## src/rtl/pwm_dual_pkg.sv

```systemverilog
package pwm_dual_pkg;
  typedef enum logic {MODE_EDGE = 1'b0, MODE_CENTER = 1'b1} pwm_mode_e;
  localparam int unsigned AW = 2;
  localparam logic [AW-1:0] ADDR_PER  = 2'd0;
  localparam logic [AW-1:0] ADDR_CMPA = 2'd1;
  localparam logic [AW-1:0] ADDR_CMPB = 2'd2;
endpackage

```

## src/rtl/pwm_dual_presc.sv

```systemverilog
module pwm_dual_presc #(
  parameter int unsigned PSW = 2
) (
  input  logic           clk_i,
  input  logic           rst_ni,
  input  logic [PSW-1:0] sel_i,
  output logic           tick_o
);
  localparam int unsigned PCW = (1 << PSW) - 1;

  logic [PCW-1:0] pc_q, lim;

  assign lim    = ~({PCW{1'b1}} << sel_i);
  assign tick_o = (pc_q >= lim);

  always_ff @(posedge clk_i or negedge rst_ni) begin
    if (!rst_ni)     pc_q <= '0;
    else if (tick_o) pc_q <= '0;
    else             pc_q <= pc_q + 1'b1;
  end
endmodule

```

## src/rtl/pwm_dual_cnt.sv

```systemverilog
module pwm_dual_cnt #(
  parameter int unsigned W = 16
) (
  input  logic         clk_i,
  input  logic         rst_ni,
  input  logic         tick_i,
  input  logic [W-1:0] cur_per_i,
  output logic [W-1:0] cnt_o,
  output logic         wrap_o
);
  assign wrap_o = tick_i && (cnt_o >= cur_per_i);

  always_ff @(posedge clk_i or negedge rst_ni) begin
    if (!rst_ni)     cnt_o <= '0;
    else if (wrap_o) cnt_o <= '0;
    else if (tick_i) cnt_o <= cnt_o + 1'b1;
  end

  p_cnt_bound_r1: assert property (@(posedge clk_i) disable iff (!rst_ni)
    tick_i |=> (cnt_o <= $past(cur_per_i)));
  p_wrap_zero_r5: assert property (@(posedge clk_i) disable iff (!rst_ni)
    wrap_o |=> (cnt_o == '0));
  p_hold_r9: assert property (@(posedge clk_i) disable iff (!rst_ni)
    !tick_i |=> $stable(cnt_o));
endmodule

```

## src/rtl/pwm_dual_regs.sv

```systemverilog
module pwm_dual_regs
  import pwm_dual_pkg::*;
#(
  parameter int unsigned W = 16
) (
  input  logic          clk_i,
  input  logic          rst_ni,
  input  logic          wr_en_i,
  input  logic [AW-1:0] wr_addr_i,
  input  logic [W-1:0]  wr_data_i,
  input  logic          load_i,
  output logic [W-1:0]  act_per_o,
  output logic [W-1:0]  act_a_o,
  output logic [W-1:0]  act_b_o
);
  typedef struct packed {
    logic [W-1:0] per;
    logic [W-1:0] a;
    logic [W-1:0] b;
  } cfg_t;

  cfg_t buf_q, act_q;

  always_ff @(posedge clk_i or negedge rst_ni) begin
    if (!rst_ni) begin
      buf_q <= '0;
    end else if (wr_en_i) begin
      unique case (wr_addr_i)
        ADDR_PER:  buf_q.per <= wr_data_i;
        ADDR_CMPA: buf_q.a   <= wr_data_i;
        ADDR_CMPB: buf_q.b   <= wr_data_i;
        default: ;
      endcase
    end
  end

  // shadow copy only at the period boundary
  always_ff @(posedge clk_i or negedge rst_ni) begin
    if (!rst_ni)     act_q <= '0;
    else if (load_i) act_q <= buf_q;
  end

  assign act_per_o = act_q.per;
  assign act_a_o   = act_q.a;
  assign act_b_o   = act_q.b;

  p_shadow_hold_r8: assert property (@(posedge clk_i) disable iff (!rst_ni)
    !load_i |=> $stable(act_q));
endmodule

```

## src/rtl/pwm_dual_out.sv

```systemverilog
module pwm_dual_out
  import pwm_dual_pkg::*;
#(
  parameter int unsigned W = 16
) (
  input  logic         clk_i,
  input  logic         rst_ni,
  input  pwm_mode_e    mode_i,
  input  logic [W-1:0] cnt_i,
  input  logic [W-1:0] act_per_i,
  input  logic [W-1:0] act_a_i,
  input  logic [W-1:0] act_b_i,
  output logic         pwm_o
);
  logic pwm_d;

  always_comb begin
    pwm_d = pwm_o;
    if (mode_i == MODE_EDGE) begin
      pwm_d = (cnt_i < act_a_i);
    end else begin
      if (cnt_i == act_b_i)      pwm_d = 1'b0;
      else if (cnt_i == act_a_i) pwm_d = 1'b1;
    end
  end

  always_ff @(posedge clk_i or negedge rst_ni) begin
    if (!rst_ni) pwm_o <= 1'b0;
    else         pwm_o <= pwm_d;
  end

  p_zero_duty_r3: assert property (@(posedge clk_i) disable iff (!rst_ni)
    (mode_i == MODE_EDGE && act_a_i == '0) |=> !pwm_o);
  p_full_duty_r4: assert property (@(posedge clk_i) disable iff (!rst_ni)
    (mode_i == MODE_EDGE && act_a_i > act_per_i && cnt_i <= act_per_i) |=> pwm_o);
  p_center_fall_r6: assert property (@(posedge clk_i) disable iff (!rst_ni)
    (mode_i == MODE_CENTER && cnt_i == act_b_i) |=> !pwm_o);
  p_center_rise_r6: assert property (@(posedge clk_i) disable iff (!rst_ni)
    (mode_i == MODE_CENTER && cnt_i == act_a_i && cnt_i != act_b_i) |=> pwm_o);
endmodule

```

## src/rtl/pwm_dual_gen.sv

```systemverilog
module pwm_dual_gen
  import pwm_dual_pkg::*;
#(
  parameter int unsigned W   = 16,
  parameter int unsigned PSW = 2
) (
  input  logic           clk_i,
  input  logic           rst_ni,
  input  logic           wr_en_i,
  input  logic [1:0]     wr_addr_i,
  input  logic [W-1:0]   wr_data_i,
  input  logic [PSW-1:0] presc_sel_i,
  input  logic           mode_i,
  input  logic [W-1:0]   sync_per_i,
  output logic           pwm_o
);
  pwm_mode_e    mode;
  logic         tick, wrap;
  logic [W-1:0] cnt, cur_per, act_per, act_a, act_b;

  assign mode    = pwm_mode_e'(mode_i);
  assign cur_per = (mode == MODE_CENTER) ? sync_per_i : act_per;

  pwm_dual_presc #(.PSW(PSW)) u_presc (
    .clk_i (clk_i),
    .rst_ni(rst_ni),
    .sel_i (presc_sel_i),
    .tick_o(tick)
  );

  pwm_dual_cnt #(.W(W)) u_cnt (
    .clk_i    (clk_i),
    .rst_ni   (rst_ni),
    .tick_i   (tick),
    .cur_per_i(cur_per),
    .cnt_o    (cnt),
    .wrap_o   (wrap)
  );

  pwm_dual_regs #(.W(W)) u_regs (
    .clk_i    (clk_i),
    .rst_ni   (rst_ni),
    .wr_en_i  (wr_en_i),
    .wr_addr_i(wr_addr_i),
    .wr_data_i(wr_data_i),
    .load_i   (wrap),
    .act_per_o(act_per),
    .act_a_o  (act_a),
    .act_b_o  (act_b)
  );

  pwm_dual_out #(.W(W)) u_out (
    .clk_i    (clk_i),
    .rst_ni   (rst_ni),
    .mode_i   (mode),
    .cnt_i    (cnt),
    .act_per_i(act_per),
    .act_a_i  (act_a),
    .act_b_i  (act_b),
    .pwm_o    (pwm_o)
  );
endmodule

```

## config.mk

```make
export PLATFORM = sky130hd
export DESIGN_NAME = pwm_dual_gen
export DESIGN_NICKNAME = d
export VERILOG_FILES = /design/src/rtl/pwm_dual_pkg.sv /design/src/rtl/pwm_dual_presc.sv /design/src/rtl/pwm_dual_cnt.sv /design/src/rtl/pwm_dual_regs.sv /design/src/rtl/pwm_dual_out.sv /design/src/rtl/pwm_dual_gen.sv
export SDC_FILE = /design/constraint.sdc
export NUM_CORES = 1
export LEC_CHECK = 0
export BUFFER_PORTS_ARGS = -buffer_cell sky130_fd_sc_hd__buf_2
export CAP_MARGIN = 20
export CORE_MARGIN = 2
export CORE_UTILIZATION = 41
export DETAILED_ROUTE_END_ITERATION = 7
export GPL_ROUTABILITY_DRIVEN = 0
export GPL_TIMING_DRIVEN = 0
export HOLD_SLACK_MARGIN = 0.1
export PLACE_DENSITY_LB_ADDON = 0.12
export SYNTH_ARGS = -nofsm -noshare
export SYNTH_HDL_FRONTEND = slang
export SYNTH_HIERARCHICAL = 1
export SYNTH_SLANG_ARGS = --single-unit
```

## constraint.sdc

```tcl
create_clock -name clk_i -period 8.3 [get_ports clk_i]
set_input_delay 2.49 -clock clk_i [delete_from_list [all_inputs] [get_ports clk_i]]
set_output_delay 2.49 -clock clk_i [all_outputs]
set_load 0.02 [all_outputs]
```

### Word-level counts from Yosys, hierarchy flattened

Index checks and enable logic that the tools add are counted.

* output and inout port bits: 1
* register bits: 116

* reduce and logical (&&, ||, !) cells: 6
* muxes and demuxes: 7
* add/sub/neg operators: 2
* bitwise logic cells: 1
* order comparisons: 3
* shift-type cells: 1
* equality and inequality tests: 5

Operators with widths (number)
* two-way mux 16 bit: 3
* equality test 16 bit: 2
* adder 16 x 1 -> 16 bit (second input constant): 1
* greater-or-equal comparator 16 bit: 1
* < comparator 16 bit: 1
* AND reduction 2 bit: 3
* adder 3 x 1 -> 3 bit (second input constant): 1
* greater-or-equal comparator 3 bit: 1
* two-way mux 1 bit: 3
* two-way mux 3 bit: 1
* != test 3 x 1 -> 1 bit (second input constant): 1
* inverter 3 bit: 1
* << shifter 3 x 2 -> 3 bit (first input constant): 1
* equality test 2 x 1 -> 1 bit (second input constant): 1
* equality test 2 bit (second input constant): 1
* zero test 2 bit: 1
* nonzero test 2 bit: 1
* logical AND 1 bit: 1

### Logic depth before layout (Yosys ltp)

* word-level depth: 5
* gate-level depth with buffers: 13
* mapped depth without buffers: 9

### Modules after synthesis

The synthesis kept the hierarchy.

By module, submodules not included
* pwm_dual_regs: times used 1, seq. area each 2402.3 sq um, area each 3582.2 sq um, cells an instance 203
* pwm_dual_cnt: times used 1, seq. area each 400.4 sq um, area each 1298.7 sq um, cells an instance 145
* pwm_dual_out: times used 1, seq. area each 25.0 sq um, area each 625.6 sq um, cells an instance 80
* pwm_dual_gen: times used 1, seq. area each 0.0 sq um, area each 249.0 sq um, cells an instance 18
* pwm_dual_presc: times used 1, seq. area each 75.1 sq um, area each 203.9 sq um, cells an instance 19

### Least setup slack after synthesis

OpenSTA, ideal clock, no wires.

* path kind: input to register
* from: input mode_i
* to: register u_regs.act_q, in the netlist u_regs/act_a_o[10]
* library setup time: 0.125 ns
* path buffers: 5
* setup slack: 2.689 ns
* cell stages on the path: 13
* data required time: 8.175 ns
* arrival: 5.486 ns
* cells stage by stage: buf_6 buf_12 mux2_4 inv_1 ha_1 nand4_2 or3_1 or4_4 buf_6 a31oi_4 buf_2 buf_2 mux2_2

* longest elaborated chain between the ends: 3

RTL lines
* start: declaration: RTL line pwm_dual_gen.sv:13 `input logic mode_i,`
* two-way mux 16 bit: RTL line pwm_dual_gen.sv:22 `assign cur_per = (mode == MODE_CENTER) ? sync_per_i : act_per;`
* net cur_per[14]: RTL line pwm_dual_gen.sv:19 `logic [W-1:0] cnt, cur_per, act_per, act_a, act_b;`
* greater-or-equal comparator 16 bit: RTL line pwm_dual_cnt.sv:11 `assign wrap_o = tick_i && (cnt_o >= cur_per_i);`
* logical AND 1 bit: RTL line pwm_dual_cnt.sv:11
* net wrap: RTL line pwm_dual_gen.sv:18 `logic tick, wrap;`
* end signal: assignment: RTL line pwm_dual_regs.sv:40 `else if (load_i) act_q <= buf_q;`
* end: declaration: RTL line pwm_dual_regs.sv:22 `cfg_t buf_q, act_q;`

The timed path passes the listed nets, and every way through them passes these cells.
A chain may end at the register's enable or synchronous reset.

### Worst setup path in the final report

* from: input mode_i
* to: register u_regs.act_q, in the netlist u_regs/act_per_o[12]

Same word-level chain as after synthesis.

==> metrics.md <==
| Metric | Value |
|---|---|
| Netlist area before placement | `5960 µm²` |
| DRT Pass-1 Iters | `4` |
| Largest stage delay on the critical path | `0.56 ns` |
| Die area | `15500 µm²` |
| Tcrit/Tclk final | `0.717` |
| Dominant cell type by count on the critical path | `buf_2` |
| Fin util | `0.491` |
| Complex-gate fraction of the synthesized area | `0.0584` |
| Finish-stage setup viols | `0` |
| Startpoint types | `primary input` |
| Crit-path leading delay family | `buffers and inverters` |
| Pre-CTS WS | `1.87 ns` |
| Most common cell in the synthesized netlist | `dfrtp_1` |
| Worst Hold Class | `flop to flop` |
| Worst vdd ir | `144 µV` |
| Slew margin rel. | `0.531` |
| Worst EP required | `8.59 ns` |
| I/O pin count | `41` |
| Yosys cell types | `51` |
| XOR/XNOR share of the synthesized area | `0.0367` |
| Leak | `3.32 nW` |
| Fin. max-slew vios | `0` |
| CP Class | `primary input to flop` |
| Levels on crit path | `14` |
| CTS hold repair buffers | `0` |
| Initial DRC Count | `136` |
| Synth warn | `6` |
| Buffer count from post-CTS setup fixing | `0` |
| Largest net degree at the start of global routing | `61` |
| Total negative slack | `0 ns` |
| Post-synthesis average cell area | `12.8 µm²` |
| Die Width | `125 µm` |
| Worst slew pin tran | `0.704 ns` |
| DRC viols | `0` |
| Fill count | `1319` |
| Reg-to-reg slack, setup | `4.52 ns` |
| Die height | `125 µm` |
| Min Tclk post-route | `5.95 ns` |
| DP HPWL | `9.24 mm` |
| Maxcap violations | `0` |
| Deepest clock path buffer count | `2` |
| CTS tree | `done` |
| Number of port buffers | `40` |
| Crit path DAT | `6.25 ns` |
| #FFs+latches synth | `116` |
| Num CTS Buffers | `17` |
| Final Total Pwr | `0.00225 W` |
| Worst R2R End | `u_regs/act_per_o[12]$_DFFE_PN0P_` |
| WL final | `12.7 mm` |
| CTS resizes | `0` |
| Vias in the first global route | `3959` |
| Diode count | `0` |
| Slowest CP cell | `or4_4` |
| Vias per cell | `5.19` |
| # H-tree levels | `4` |
| First-pass GRT wire length | `21.1 mm` |
| RSZ-0062 raised after global routing | `false` |
| Post-synth EDFFs | `0` |
| CTS clk-pin slew, worst paths | `0.05 ns` |
| Peak fanout along the critical path | `11` |
| Sequence of cells on the critical path | `buf_2, buf_6, buf_12, mux2_4, inv_1, ha_1, nand4_2, or3_1, or4_4, buf_6, a31oi_4, buf_2, buf_2, mux2_2` |
| Initial antenna violation count | `0` |
| Initial core utilization | `0.415` |
| Antenna-violating nets left | `0` |
| Wire per inst | `17.6 µm` |
| Largest family of logic cells by synthesized area | `multiplexers` |
| Area growth from synthesis to layout | `18.4%` |
| CTS Sinks | `116` |
| Post-synthesis sequential area ratio | `0.487` |
| Bufs and invs on worst path | `7` |
| Syn nets | `542` |
| R2R depth | `11` |
| Clock Latency Late Sink | `0.41 ns` |
| Post-synthesis mux area share | `0.220` |
| Setup crit end | `u_regs/act_per_o[12]$_DFFE_PN0P_` |
| Peak Freq | `168 MHz` |
| Core area | `14400 µm²` |
| Crit. End Element | `flop` |
| Std cell rows | `44` |
| Crit. Startpoint | `mode_i` |
| Hold_ws | `0.467 ns` |
| Synth area leaders | `dfrtp_1 49%, mux2_2 19%, ha_1 7.8%` |
| PwrDens | `319 nW/µm²` |
| Final Hold Viols | `0` |
| Yosys top cell area share | `0.487` |
| Layout cells sized above 1 | `0.393` |
| Register area | `2900 µm²` |
| Adder-cell area share of the yosys netlist | `0.0777` |
| NumNets Final | `602` |
| Simple-gate share of the synthesized area | `0.0747` |
| Status | `complete, no violations` |
| FF-to-FF Start | `u_regs/act_per_o[15]$_DFFE_PN0P_` |
| Primary FF master, synth | `dfrtp_1` |
| Total gr overflow | `0` |
| Area of the multi-input gates | `2780 µm²` |
| Synth area leader | `dfrtp_1` |
| Async S/R FF share, synth | `1.00` |
| Min setup slack post-route | `2.35 ns` |
| Vias | `3741` |
| Mapped Cells | `465` |
| Top cells by count, synth | `116 x dfrtp_1, 102 x mux2_2, 44 x inv_1` |
| Clk_skew | `0.00934 ns` |
| Clk root buf | `clkbuf_16` |
| Total track usage | `0.177` |
[flip-flops by register name (all words and copies together) (netlist names)]
register and cells:
u_regs/buf_q 48, u_cnt/cnt_o 16, u_regs/act_a_o 16, u_regs/act_b_o 16, u_regs/act_per_o 16, u_presc/pc_q 3
u_out/pwm_o 1
[cell type report]
type / instances / area share
Timing Repair Buffer: 41 / 0.0332
Buffer: 12 / 0.0152
Clock buffer: 22 / 0.0686
Multi-Input combinational cell: 293 / 0.394
Clock inverter: 9 / 0.0213
Inverter: 44 / 0.0234
Sequential cell: 116 / 0.411
Tap cell: 184 / 0.0326
[stage by stage]
step           cell area, µm²  std cells
3_3_place_gp             6390        689
5_1_grt                  7060        721
3_5_place_dp             6420        690
2_1_floorplan            5960        465
6_report                 7060        721
4_1_cts                  7060        721
[layer usage]
metal / GRT usage / part of all wire / vias up
li1: - / - / 1788
met1: 0.246 / 0.50 / 1895
met2: 0.273 / 0.46 / 48
met3: 0.0425 / 0.028 / 10
met4: 0.0615 / 0.010 / 0
met5: 0 / 0 / -
[placed cells by master (no fill, tap or decap), drive strengths merged, types with 6 or more instances in the layout]
cell	netlist	layout
dfrtp	116	116
mux2	112	112
buf	11	52
inv	44	44
ha	37	37
clkbuf	1	23
xor2	17	17
nor2	16	16
nand2	14	14
nand4	11	11
xnor2	8	8
nand3	7	7
a21oi	7	7
a41oi	6	6
nor4	6	6
[kinds of logic (layout without fill, tap and decap cells)]
logic type | count (synthesis) | in the layout
adder cells (fa/ha/maj) | 37 | 37
AO/OA/AOI/OAI | 41 | 41
buffers and inverters | 56 | 128
multiplexers | 113 | 113
XOR/XNOR | 25 | 25
AND/OR/NAND/NOR | 77 | 77
flip-flops | 116 | 116
[power by group]
part | leakage [nW] | total, W | internal, W | switching [W]
Combinational | 1.58 | 0.000595 | 0.000310 | 0.000285
Clock | 0.308 | 0.000781 | 0.000530 | 0.000250
Sequential | 1.43 | 0.000879 | 0.000744 | 0.000135
[how the worst min path moves through the flow]
stage                                      endpoint  cells after the start  slack [ns]                       from
after detailed placement  u_presc/pc_q[0]$_DFF_PN0_                      1        0.47  u_presc/pc_q[0]$_DFF_PN0_
after floorplan           u_presc/pc_q[0]$_DFF_PN0_                      1        0.43  u_presc/pc_q[0]$_DFF_PN0_
after global placement    u_presc/pc_q[0]$_DFF_PN0_                      1        0.45  u_presc/pc_q[0]$_DFF_PN0_
after global routing      u_presc/pc_q[0]$_DFF_PN0_                      1        0.51  u_presc/pc_q[0]$_DFF_PN0_
after CTS                 u_presc/pc_q[0]$_DFF_PN0_                      1        0.47  u_presc/pc_q[0]$_DFF_PN0_
final                     u_presc/pc_q[0]$_DFF_PN0_                      1        0.47  u_presc/pc_q[0]$_DFF_PN0_
Note: power is estimated with default switching activity, not from simulation.
